## src/rtl/irport_pkg.sv

```systemverilog
package irport_pkg;

  localparam int unsigned AW_BUS = 3;

  localparam logic [AW_BUS-1:0] A_CTRL_MAIN  = 3'd0;
  localparam logic [AW_BUS-1:0] A_CTRL_SVC   = 3'd1;
  localparam logic [AW_BUS-1:0] A_CTRL_MATCH = 3'd2;
  localparam logic [AW_BUS-1:0] A_DATA       = 3'd3;
  localparam logic [AW_BUS-1:0] A_STICKY     = 3'd4;
  localparam logic [AW_BUS-1:0] A_LIVE       = 3'd5;

  // sticky bit positions
  localparam int unsigned S_CRC   = 0;
  localparam int unsigned S_OVR   = 1;
  localparam int unsigned S_UND   = 2;
  localparam int unsigned S_FRM   = 3;
  localparam int unsigned S_ABT   = 4;
  localparam int unsigned S_EOF   = 5;
  localparam int unsigned N_STICKY = 6;

  typedef struct packed {
    logic       tx_en;
    logic       rx_en;
    logic       loopback;
    logic       abort_mode;
    logic       tx_inv;
    logic       rx_inv;
    logic       txsr_en;
    logic       rxsr_en;
    logic       match_en;
    logic [7:0] match_val;
  } ctrl_t;

endpackage

```

## src/rtl/irport_fifo.sv

```systemverilog
module irport_fifo #(
  parameter int unsigned W     = 8,
  parameter int unsigned DEPTH = 8,
  localparam int unsigned AW   = (DEPTH > 1) ? $clog2(DEPTH) : 1,
  localparam int unsigned CW   = $clog2(DEPTH + 1)
) (
  input  logic          clk,
  input  logic          rst_n,
  input  logic          push,
  input  logic [W-1:0]  wdata,
  input  logic          pop,
  output logic [W-1:0]  rdata,
  output logic [CW-1:0] count,
  output logic          full,
  output logic          empty
);

  localparam logic [AW-1:0] LAST = AW'(DEPTH - 1);
  localparam logic [CW-1:0] CMAX = CW'(DEPTH);

  logic [W-1:0]  mem [DEPTH];
  logic [AW-1:0] wr_ptr_q, wr_ptr_d, rd_ptr_q, rd_ptr_d;
  logic [CW-1:0] cnt_q, cnt_d;
  logic          do_push, do_pop;

  assign full    = (cnt_q == CMAX);
  assign empty   = (cnt_q == '0);
  assign do_push = push & ~full;
  assign do_pop  = pop & ~empty;
  assign rdata   = mem[rd_ptr_q];
  assign count   = cnt_q;

  always_comb begin
    wr_ptr_d = wr_ptr_q;
    rd_ptr_d = rd_ptr_q;
    cnt_d    = cnt_q;
    if (do_push) wr_ptr_d = (wr_ptr_q == LAST) ? '0 : wr_ptr_q + 1'b1;
    if (do_pop)  rd_ptr_d = (rd_ptr_q == LAST) ? '0 : rd_ptr_q + 1'b1;
    case ({do_push, do_pop})
      2'b10:   cnt_d = cnt_q + 1'b1;
      2'b01:   cnt_d = cnt_q - 1'b1;
      default: cnt_d = cnt_q;
    endcase
  end

  always_ff @(posedge clk or negedge rst_n) begin
    if (!rst_n) begin
      wr_ptr_q <= '0;
      rd_ptr_q <= '0;
      cnt_q    <= '0;
    end else begin
      wr_ptr_q <= wr_ptr_d;
      rd_ptr_q <= rd_ptr_d;
      cnt_q    <= cnt_d;
    end
  end

  always_ff @(posedge clk) begin
    if (do_push) mem[wr_ptr_q] <= wdata;
  end


  full_drop_chk: assert property (@(posedge clk) disable iff (!rst_n)
    (push && full && !pop) |=> (count == $past(count)));


  empty_pop_chk: assert property (@(posedge clk) disable iff (!rst_n)
    (pop && empty && !push) |=> (count == '0));


  count_bound_chk: assert property (@(posedge clk) disable iff (!rst_n)
    count <= CMAX);

endmodule

```

## src/rtl/irport_sticky.sv

```systemverilog
module irport_sticky #(
  parameter int unsigned N = 6
) (
  input  logic         clk,
  input  logic         rst_n,
  input  logic [N-1:0] set,
  input  logic [N-1:0] clr,
  output logic [N-1:0] q
);

  logic [N-1:0] q_q, q_d;

  always_comb begin
    q_d = (q_q & ~clr) | set;
  end

  always_ff @(posedge clk or negedge rst_n) begin
    if (!rst_n) q_q <= '0;
    else        q_q <= q_d;
  end

  assign q = q_q;


  set_wins_chk: assert property (@(posedge clk) disable iff (!rst_n)
    (|set) |=> ((q & $past(set)) == $past(set)));


  hold_chk: assert property (@(posedge clk) disable iff (!rst_n)
    (clr == '0) |=> ((q & $past(q)) == $past(q)));

endmodule

```

## src/rtl/irport_regs.sv

```systemverilog
module irport_regs #(
  parameter int unsigned DEPTH = 8
) (
  input  logic       clk,
  input  logic       rst_n,
  input  logic       bus_sel,
  input  logic       bus_wr,
  input  logic       bus_rd,
  input  logic [2:0] bus_addr,
  input  logic [7:0] bus_wdata,
  output logic [7:0] bus_rdata,
  output logic       irq,
  input  logic       tx_pop_req,
  output logic [7:0] tx_data,
  output logic       tx_end_abort,
  output logic       tx_end_eof,
  input  logic       tx_busy_in,
  input  logic       tx_ser_in,
  input  logic       rx_byte_valid,
  input  logic [7:0] rx_byte,
  input  logic       rx_addr_flag,
  input  logic       rx_crc_evt,
  input  logic       rx_frame_evt,
  input  logic       rx_abort_evt,
  input  logic       rx_eof_evt,
  input  logic       rx_sync_in,
  output logic       rx_ser_out,
  input  logic       pin_rxd,
  output logic       pin_txd,
  output logic       pin_own
);
  import irport_pkg::*;

  localparam int unsigned DW = 8;
  localparam int unsigned CW = $clog2(DEPTH + 1);
  localparam logic [CW-1:0] HALF = CW'(DEPTH / 2);

  // reset: asynchronous assert, synchronous release
  logic [1:0] rst_sync_q;
  logic       rst_int_n;

  always_ff @(posedge clk or negedge rst_n) begin
    if (!rst_n) rst_sync_q <= 2'b00;
    else        rst_sync_q <= {rst_sync_q[0], 1'b1};
  end
  assign rst_int_n = rst_sync_q[1];

  // bus decode
  logic wr_hit, rd_hit, tx_push, rx_pop;
  assign wr_hit  = bus_sel & bus_wr;
  assign rd_hit  = bus_sel & bus_rd;
  assign tx_push = wr_hit & (bus_addr == A_DATA);
  assign rx_pop  = rd_hit & (bus_addr == A_DATA);

  // control registers
  ctrl_t ctrl_q, ctrl_d;

  always_comb begin
    ctrl_d = ctrl_q;
    if (wr_hit) begin
      case (bus_addr)
        A_CTRL_MAIN: begin
          ctrl_d.tx_en      = bus_wdata[0];
          ctrl_d.rx_en      = bus_wdata[1];
          ctrl_d.loopback   = bus_wdata[2];
          ctrl_d.abort_mode = bus_wdata[3];
          ctrl_d.tx_inv     = bus_wdata[4];
          ctrl_d.rx_inv     = bus_wdata[5];
        end
        A_CTRL_SVC: begin
          ctrl_d.txsr_en  = bus_wdata[0];
          ctrl_d.rxsr_en  = bus_wdata[1];
          ctrl_d.match_en = bus_wdata[2];
        end
        A_CTRL_MATCH: ctrl_d.match_val = bus_wdata;
        default: ;
      endcase
    end
  end

  always_ff @(posedge clk or negedge rst_int_n) begin
    if (!rst_int_n) ctrl_q <= '0;
    else            ctrl_q <= ctrl_d;
  end

  // transmit FIFO
  logic [DW-1:0] tx_head;
  logic [CW-1:0] tx_count;
  logic          tx_full, tx_empty, tx_pop, tx_under;

  assign tx_pop   = tx_pop_req & ctrl_q.tx_en;
  assign tx_under = tx_pop & tx_empty;

  irport_fifo #(.W(DW), .DEPTH(DEPTH)) u_tx_fifo (
    .clk   (clk),
    .rst_n (rst_int_n),
    .push  (tx_push),
    .wdata (bus_wdata),
    .pop   (tx_pop),
    .rdata (tx_head),
    .count (tx_count),
    .full  (tx_full),
    .empty (tx_empty)
  );

  assign tx_data      = tx_empty ? '0 : tx_head;
  assign tx_end_abort = tx_under & ctrl_q.abort_mode;
  assign tx_end_eof   = tx_under & ~ctrl_q.abort_mode;

  // receive filtering with address match
  logic discard_q, discard_d;
  logic addr_miss, rx_take, rx_push;
  logic rx_live;

  assign rx_live   = rx_byte_valid & ctrl_q.rx_en;
  assign addr_miss = ctrl_q.match_en & rx_addr_flag & (rx_byte != ctrl_q.match_val);
  assign rx_take   = rx_live & ~addr_miss & ~(discard_q & ~rx_addr_flag);

  always_comb begin
    discard_d = discard_q;
    if (rx_live && rx_addr_flag) discard_d = addr_miss;
    if (ctrl_q.rx_en && rx_eof_evt) discard_d = 1'b0;
    if (!ctrl_q.match_en) discard_d = 1'b0;
  end

  always_ff @(posedge clk or negedge rst_int_n) begin
    if (!rst_int_n) discard_q <= 1'b0;
    else            discard_q <= discard_d;
  end

  // receive FIFO
  logic [DW-1:0] rx_head;
  logic [CW-1:0] rx_count;
  logic          rx_full, rx_empty, rx_over;

  assign rx_push = rx_take;
  assign rx_over = rx_take & rx_full;

  irport_fifo #(.W(DW), .DEPTH(DEPTH)) u_rx_fifo (
    .clk   (clk),
    .rst_n (rst_int_n),
    .push  (rx_push),
    .wdata (rx_byte),
    .pop   (rx_pop),
    .rdata (rx_head),
    .count (rx_count),
    .full  (rx_full),
    .empty (rx_empty)
  );

  // sticky status
  logic [N_STICKY-1:0] st_set, st_clr, st_q;

  always_comb begin
    st_set        = '0;
    st_set[S_CRC] = ctrl_q.rx_en & rx_crc_evt;
    st_set[S_OVR] = rx_over;
    st_set[S_UND] = tx_under;
    st_set[S_FRM] = ctrl_q.rx_en & rx_frame_evt;
    st_set[S_ABT] = ctrl_q.rx_en & rx_abort_evt;
    st_set[S_EOF] = ctrl_q.rx_en & rx_eof_evt;
    st_clr        = (wr_hit && bus_addr == A_STICKY) ? bus_wdata[N_STICKY-1:0] : '0;
  end

  irport_sticky #(.N(N_STICKY)) u_sticky (
    .clk   (clk),
    .rst_n (rst_int_n),
    .set   (st_set),
    .clr   (st_clr),
    .q     (st_q)
  );

  // live flags and interrupt
  logic tx_sr, rx_sr;
  logic [5:0] live;

  assign tx_sr = ctrl_q.txsr_en & (tx_count <= HALF);
  assign rx_sr = ctrl_q.rxsr_en & (rx_count >= HALF);
  assign live  = {~tx_full, ~rx_empty, rx_sync_in, tx_busy_in, rx_sr, tx_sr};
  assign irq   = (|st_q) | tx_sr | rx_sr;

  // read mux
  logic [DW-1:0] rd_val;

  always_comb begin
    case (bus_addr)
      A_CTRL_MAIN:  rd_val = {2'b00, ctrl_q.rx_inv, ctrl_q.tx_inv, ctrl_q.abort_mode,
                              ctrl_q.loopback, ctrl_q.rx_en, ctrl_q.tx_en};
      A_CTRL_SVC:   rd_val = {5'b00000, ctrl_q.match_en, ctrl_q.rxsr_en, ctrl_q.txsr_en};
      A_CTRL_MATCH: rd_val = ctrl_q.match_val;
      A_DATA:       rd_val = rx_empty ? '0 : rx_head;
      A_STICKY:     rd_val = {2'b00, st_q};
      A_LIVE:       rd_val = {2'b00, live};
      default:      rd_val = '0;
    endcase
  end

  assign bus_rdata = rd_hit ? rd_val : '0;

  // serial routing
  assign pin_own    = ~ctrl_q.loopback;
  assign pin_txd    = ctrl_q.loopback ? 1'b0 : (tx_ser_in ^ ctrl_q.tx_inv);
  assign rx_ser_out = ctrl_q.loopback ? tx_ser_in : (pin_rxd ^ ctrl_q.rx_inv);


  underrun_flag_chk: assert property (@(posedge clk) disable iff (!rst_int_n)
    (tx_pop_req && ctrl_q.tx_en && tx_empty) |=> st_q[S_UND]);


  empty_read_zero_chk: assert property (@(posedge clk) disable iff (!rst_int_n)
    (rd_hit && bus_addr == A_DATA && rx_empty) |-> (bus_rdata == '0));


  rx_disabled_chk: assert property (@(posedge clk) disable iff (!rst_int_n)
    (!ctrl_q.rx_en) |=> (rx_count <= $past(rx_count)));


  end_strobe_excl_chk: assert property (@(posedge clk) disable iff (!rst_int_n)
    !(tx_end_abort && tx_end_eof));

endmodule

```

## config.mk

```make
export PLATFORM = sky130hd
export DESIGN_NAME = irport_regs
export DESIGN_NICKNAME = d
export VERILOG_FILES = /design/src/rtl/irport_pkg.sv /design/src/rtl/irport_fifo.sv /design/src/rtl/irport_sticky.sv /design/src/rtl/irport_regs.sv
export SDC_FILE = /design/constraint.sdc
export NUM_CORES = 1
export LEC_CHECK = 0
export BUFFER_PORTS_ARGS = -buffer_cell sky130_fd_sc_hd__buf_2
export CAP_MARGIN = 10
export CORE_AREA = 2 2 127 129
export DETAILED_ROUTE_END_ITERATION = 8
export DIE_AREA = 0 0 129 131
export HOLD_SLACK_MARGIN = 0.06
export PLACE_DENSITY = 0.71
export SLEW_MARGIN = 0
export SYNTH_ARGS = -nofsm -noshare
export SYNTH_HDL_FRONTEND = slang
export SYNTH_SLANG_ARGS = --single-unit
export TNS_END_PERCENT = 1
```

## constraint.sdc

```tcl
create_clock -name clk -period 2.7 [get_ports clk]
set_clock_uncertainty 0.2 [all_clocks]
set_input_delay 0.135 -clock clk [delete_from_list [all_inputs] [get_ports clk]]
set_output_delay 0.135 -clock clk [all_outputs]
set_load 0.05 [all_outputs]
```

==> run_results.csv, run 1 <==
group,metric,value,unit
layout,fill_cells,1173,
yosys,syn_avg_cell_area,15.9,um^2
clock_tree,cts_tree,"done",
timing,fin_crit_sh,0.978,
grt,grtUsageTotal,0.211,
run_status,outcome,"complete, no violations",
timing,whs,0.103,ns
grt,grt_pass1_wl,26000,um
die,dieArea,16900,um^2
grt,first_global_vias,4788,
critical_path,path_cells,"nor4b_2 > or4b_1 > ha_2 > ha_1 > a21o_1 > a21oi_1 > xnor2_1 > nor2_1 > xor2_1",
place,routabilityCongestion,0.806,
layout,diodes,0,
timing,max_slew_margin,0.331,
yosys,yosysSeqAreaShare,0.655,
hold_path,min_path_type,"in2reg",
critical_path,worst_setup_path_start_kind,"flip-flop",
critical_path,critPathTopFamily,"simple AND/OR/NAND/NOR gates",
critical_path,cp.required,2.82,ns
critical_path,cp.arrival,2.76,ns
route,via_per_inst,5.45,
power,p_leak,3.54,nW
yosys,synth-simple-area-share,0.0739,
place,io_buffers,56,
yosys,synth_top_family_by_area,"multiplexers",
yosys,ys_seq_elements,174,
die,fp.coreArea,15600,um^2
critical_path,slowest_stage,"or4b_1",
yosys,synth.mux.area_fraction,0.161,
route,drc,0,
grt,antenna_found_initial,0,
timing,rsz0062_at_grt,"yes",
yosys,synth_xor_area_frac,0.0218,
route,drtIter0Drc,275,
yosys,ys.flop_type,"edfxtp_1",
yosys,synthAdderAreaFrac,0.0256,
clock_tree,clk_pin_slew_worst_paths,0.07,ns
grt,overflow,0,
place,hpwl,11400,um
layout,final_cell_mix,"128 x edfxtp_1, 56 x buf_2, 42 x dfrtp_1",
die,die_h,131,um
clock_tree,cts_buffer_depth,2,
timing,final-hold-violation-count,0,
yosys,synth_cells,480,
critical_path,crit_path_end_kind,"flip-flop",
critical_path,crit-reg2reg-launch,"u_tx_fifo.count[3]",
grt,grt_max_degree,45,
yosys,yosysUniqueCellTypes,53,
critical_path,path_buf_inv,0,
timing,tightest_slew,1.00,ns
route,antenna_left,0,
power,ir_worst_vdd,0.000776,V
yosys,synth_enable_flop_cells,128,
clock_tree,cts_buffers,17,
route,dr_total_vias,4539,
yosys,synthTopCellsByArea,"edfxtp_1 50%, dfrtp_1 15%, mux4_2 9.5%",
timing,clock.fmax,379,MHz
route,drt-total-wl,16400,um
yosys,synth_fp_nets,530,
layout,multi_input_area,2520,um^2
yosys,synthArstFlopShare,0.264,
yosys,synth-warning-count,0,
layout,syn2layout_area_growth,23.3,%
die,num_rows,46,
clock_tree,root_buffer,"clkbuf_16",
critical_path,startpoint,"u_tx_fifo.count[3]",
power,powerDensity,931,nW/um^2
timing,min_period,2.64,ns
critical_path,cp_slowest_stage_delay,0.55,ns
yosys,synth_compound_area_frac,0.0425,
layout,nets,654,
layout,layout_commonest_cell,"edfxtp_1",
timing,slew_viol_final,0,
die,ios,57,
clock_tree,numClockSinks,174,
clock_tree,postCtsSetupBuffers,0,
route,dr.pass1.iters,4,
clock_tree,htreeDepth,4,
critical_path,crit_type,"reg2reg",
layout,final_util,0.602,
critical_path,path_max_fanout,3,
yosys,netlist_area,7620,um^2
yosys,synth_top_area_cell,"edfxtp_1",
route,wire_per_inst,19.7,um
run,maxCapViolations,0,
layout,drive_gt1_frac,0.329,
timing,setup_viol,0,
die,initial_core_util,0.489,
power,finalPower,8.74,mW
hold_path,worstHoldStart,"bus_addr[2]",
yosys,yosysTopAreaCellShare,0.504,
die,die_w,129,um
clock_tree,insertion_delay,0.43,ns
layout,seqCellArea,5000,um^2
==> power by group <==
group	internal, mW	total [mW]	switching, mW
Clock	1.73	2.74	1.01
Combinational	1.14	2.48	1.35
Sequential	3.16	3.52	0.360
==> synth_stat cells (all sizes together), types with 2 or more instances <==
| cell | instances |
|---|---|
| a211oi | 3 |
| a21o | 5 |
| a21oi | 10 |
| a22o | 4 |
| a32o | 2 |
| buf | 17 |
| clkbuf | 6 |
| dfrtp | 46 |
| edfxtp | 128 |
| ha | 14 |
| inv | 9 |
| mux2 | 25 |
| mux2i | 22 |
| mux4 | 32 |
| nand2 | 37 |
| nand2b | 5 |
| nand3 | 3 |
| nand3b | 2 |
| nor2 | 35 |
| nor2b | 5 |
| nor3 | 8 |
| nor4 | 6 |
| nor4b | 5 |
| o21a | 2 |
| o21ai | 7 |
| o22a | 3 |
| o22ai | 5 |
| xnor2 | 6 |
| xor2 | 13 |
==> worst min-delay path: cells and delay by family <==
kind	cells	cell delay, ns
AND/OR/NAND/NOR	2	0.23
multiplexers	1	0.22
buffers and inverters	1	0.12
==> path summary, 6_finish.rpt <==
check | end | slack, ns | cells after the start
hold / removal | ctrl_q[8] | 0.10 | 4
setup reg to reg | u_tx_fifo.count[3] | 0.06 | 9
max in group asynchronous | u_tx_fifo.count[1] | 1.37 | 0
setup / recovery | u_tx_fifo.count[3] | 0.06 | 9
hold reg to reg | rst_sync_q[1] | 0.16 | 0
min in group asynchronous | u_tx_fifo.wr_ptr_q[1] | 0.23 | 0
==> cells by family after synthesis <==
| group | Yosys count |
|---|---|
| other | 1 |
| multiplexers | 79 |
| AND/OR/NAND/NOR | 113 |
| AO/OA/AOI/OAI | 47 |
| XOR/XNOR | 19 |
| adder cells (fa/ha/maj) | 15 |
| buffers and inverters | 32 |
| flip-flops | 174 |
==> flip-flops by register name (all words and copies together), names as in the netlist <==
name and cells:
u_rx_fifo.rd_ptr_q 3, u_rx_fifo.mem 64, u_sticky.q 6, u_tx_fifo.rd_ptr_q 3, u_tx_fifo.count 4, rst_sync_q 2, u_tx_fifo.wr_ptr_q 3, u_rx_fifo.wr_ptr_q 3
u_tx_fifo.mem 64, u_rx_fifo.count 4, discard_q 1, ctrl_q 17
==> through the flow <==
stage	instances	setup WS, ns	instance area, um^2	setup TNS (ns)
after floorplan	480	-0.0960	7620	-1.59
after global placement	769	0.106	8370	0
after detailed placement	769	0.0362	8370	0
after CTS	833	0.00226	9360	0
after global routing	833	-0.0128	9400	-0.0174
final	833	0.0587	9400	0
==> per-layer routing <==
metal / part of all wire / vias to the layer above / global-route usage
met3: 0.047 / 17 / 0.0546
met1: 0.42 / 2319 / 0.256
met2: 0.52 / 108 / 0.371
met4: 0.013 / 0 / 0.0723
li1: - / 2095 / -
met5: 0 / - / 0
==> layout make-up <==
class	count	share of cell area
clock buffer	17	0.0453
clock inverter	15	0.0258
inverter	9	0.00360
multi-input combinational	274	0.268
sequential	174	0.532
tap	216	0.0288
timing repair buffer	128	0.0963
==> timing repair <==
item	in CTS	in global routing
hold buffers	32	0
endpoints found under the setup margin	5	8
endpoints found under the hold margin	156	0
gates resized for setup	1	9
pin swaps	0	1
(Power assumes the default switching activity.)
==> run 2: changes to the inputs <==
--- a/config.mk
+++ b/config.mk
@@ -10,8 +10,10 @@
 export CORE_AREA = 2 2 127 129
 export DETAILED_ROUTE_END_ITERATION = 8
 export DIE_AREA = 0 0 129 131
+export GPL_TIMING_DRIVEN = 0
 export HOLD_SLACK_MARGIN = 0.06
 export PLACE_DENSITY = 0.71
+export SKIP_CTS_REPAIR_TIMING = 1
 export SLEW_MARGIN = 0
 export SYNTH_ARGS = -nofsm -noshare
 export SYNTH_HDL_FRONTEND = slang
==> run_results.csv, run 2 (synthesis results as in run 1) <==
group,metric,value,unit
critical_path,rr_worst_depth,12,
grt,overflow,0,
route,drtIter0Drc,264,
clock_tree,cts_tree,"done",
run,maxCapViolations,0,
layout,syn2layout_area_growth,22.3,%
timing,final-hold-violation-count,0,
timing,fin_setup_tns,-1.05,ns
critical_path,crit_path_end_kind,"flip-flop",
layout,reg.largest.list,"u_rx_fifo.mem: 64 flops, u_tx_fifo.mem: 64 flops, ctrl_q: 17 flops",
power,ir_worst_vdd,0.000590,V
clock_tree,clk_pin_slew_worst_paths,0.07,ns
critical_path,cp.arrival,2.95,ns
hold_path,min_path_type,"reg2async",
layout,final_cell_mix,"128 x edfxtp_1, 62 x buf_2, 43 x dfrtp_1",
timing,setup_viol,35,
route,via_per_inst,5.43,
timing,slew_viol_final,0,
critical_path,crit_type,"reg2reg",
place,hpwl,11200,um
run_status,outcome,"finished, violations left",
clock_tree,root_buffer,"clkbuf_16",
route,drc,0,
power,powerDensity,910,nW/um^2
timing,fin_ws,-0.150,ns
place,dp_slack,-0.552,ns
critical_path,cp.required,2.80,ns
run_status,violations,"negative setup slack",
clock_tree,numClockSinks,174,
layout,drive_gt1_frac,0.326,
critical_path,worst_setup_path_start_kind,"flip-flop",
grt,grt_max_degree,40,
route,dr.pass1.iters,6,
clock_tree,cts_buffer_depth,2,
die,ios,57,
grt,antenna_found_initial,0,
power,p_leak,3.45,nW
layout,layout_commonest_cell,"edfxtp_1",
route,antenna_left,0,
grt,grtUsageTotal,0.196,
clock_tree,cts_buffers,17,
timing,rsz0062_at_grt,"yes",
timing,min_period,2.85,ns
die,dieArea,16900,um^2
die,die_w,129,um
timing,tightest_slew,1.16,ns
die,initial_core_util,0.489,
clock_tree,htreeDepth,4,
critical_path,path_max_fanout,11,
timing,max_slew_margin,0.215,
clock_tree,insertion_delay,0.43,ns
layout,diodes,0,
die,die_h,131,um
grt,grt_pass1_wl,24300,um
route,wire_per_inst,19.6,um
die,fp.coreArea,15600,um^2
route,drt-total-wl,16200,um
die,num_rows,46,
route,dr_total_vias,4485,
place,routabilityCongestion,0.850,
grt,first_global_vias,4430,
timing,clock.fmax,351,MHz
timing,fin_crit_sh,1.06,
place,io_buffers,55,
layout,nets,647,
==> run 2: metal layers <==
layer / GRT usage / vias up / wire length, um
met5: 0 / - / 0
met4: 0.0627 / 0 / 340
met3: 0.0407 / 24 / 608
met2: 0.343 / 103 / 8330
met1: 0.248 / 2276 / 6920
li1: - / 2082 / -
==> run 2: layout make-up <==
type,count,area [um^2]
repair buffers,98,688
plain buffers,23,143
clock inverters,12,136
well taps,216,270
inverters,9,33.8
clock buffers,20,457
fillers,1216,6280
flip-flops and latches,174,5000
multi-input cells,274,2590
==> run 2: stage by stage <==
step | hold WS (ns) | instances | utilization | power [mW] | instance area [um^2]
after floorplan | -0.361 | 480 | - | 5.30 | 7620
after global placement | -0.278 | 751 | 0.524 | 5.80 | 8170
after detailed placement | -0.278 | 758 | 0.529 | 5.93 | 8250
after CTS | -0.734 | 790 | 0.567 | 8.35 | 8840
after global routing | 0.0820 | 826 | 0.598 | 8.89 | 9320
final | 0.0476 | 826 | 0.598 | 8.48 | 9320
==> run 2: final timing paths <==
check / start / end / slack (ns)
max: ctrl_q[7] / u_rx_fifo.count[2] / -0.15
min reg2reg: rst_sync_q[1] / ctrl_q[2] / 0.05
min: rst_sync_q[1] / ctrl_q[2] / 0.05
max in group asynchronous: rst_sync_q[1] / ctrl_q[7] / 1.58
max reg2reg: ctrl_q[7] / u_rx_fifo.count[2] / -0.15
min in group clk: bus_addr[1] / u_sticky.q[1] / 0.08
==> run 2: critical path, stage by stage (launching register included) <==
cell and delay (ns):
dfrtp_1 0.41, xor2_1 0.17, nor4_2 0.45, a21o_1 0.21, nand2_2 0.09, buf_6 0.16
ha_2 0.21, xor2_1 0.15, ha_1 0.21, a21oi_2 0.12, xor2_1 0.16, nor2_1 0.06
xor2_1 0.14
==> run 2: power by group <==
group	internal (mW)	total (mW)	leakage (nW)	switching [mW]
Combinational	1.14	2.61	1.48	1.47
Sequential	3.16	3.45	1.70	0.289
Clock	1.42	2.43	0.273	1.01
Total	5.71	8.48	3.45	2.77
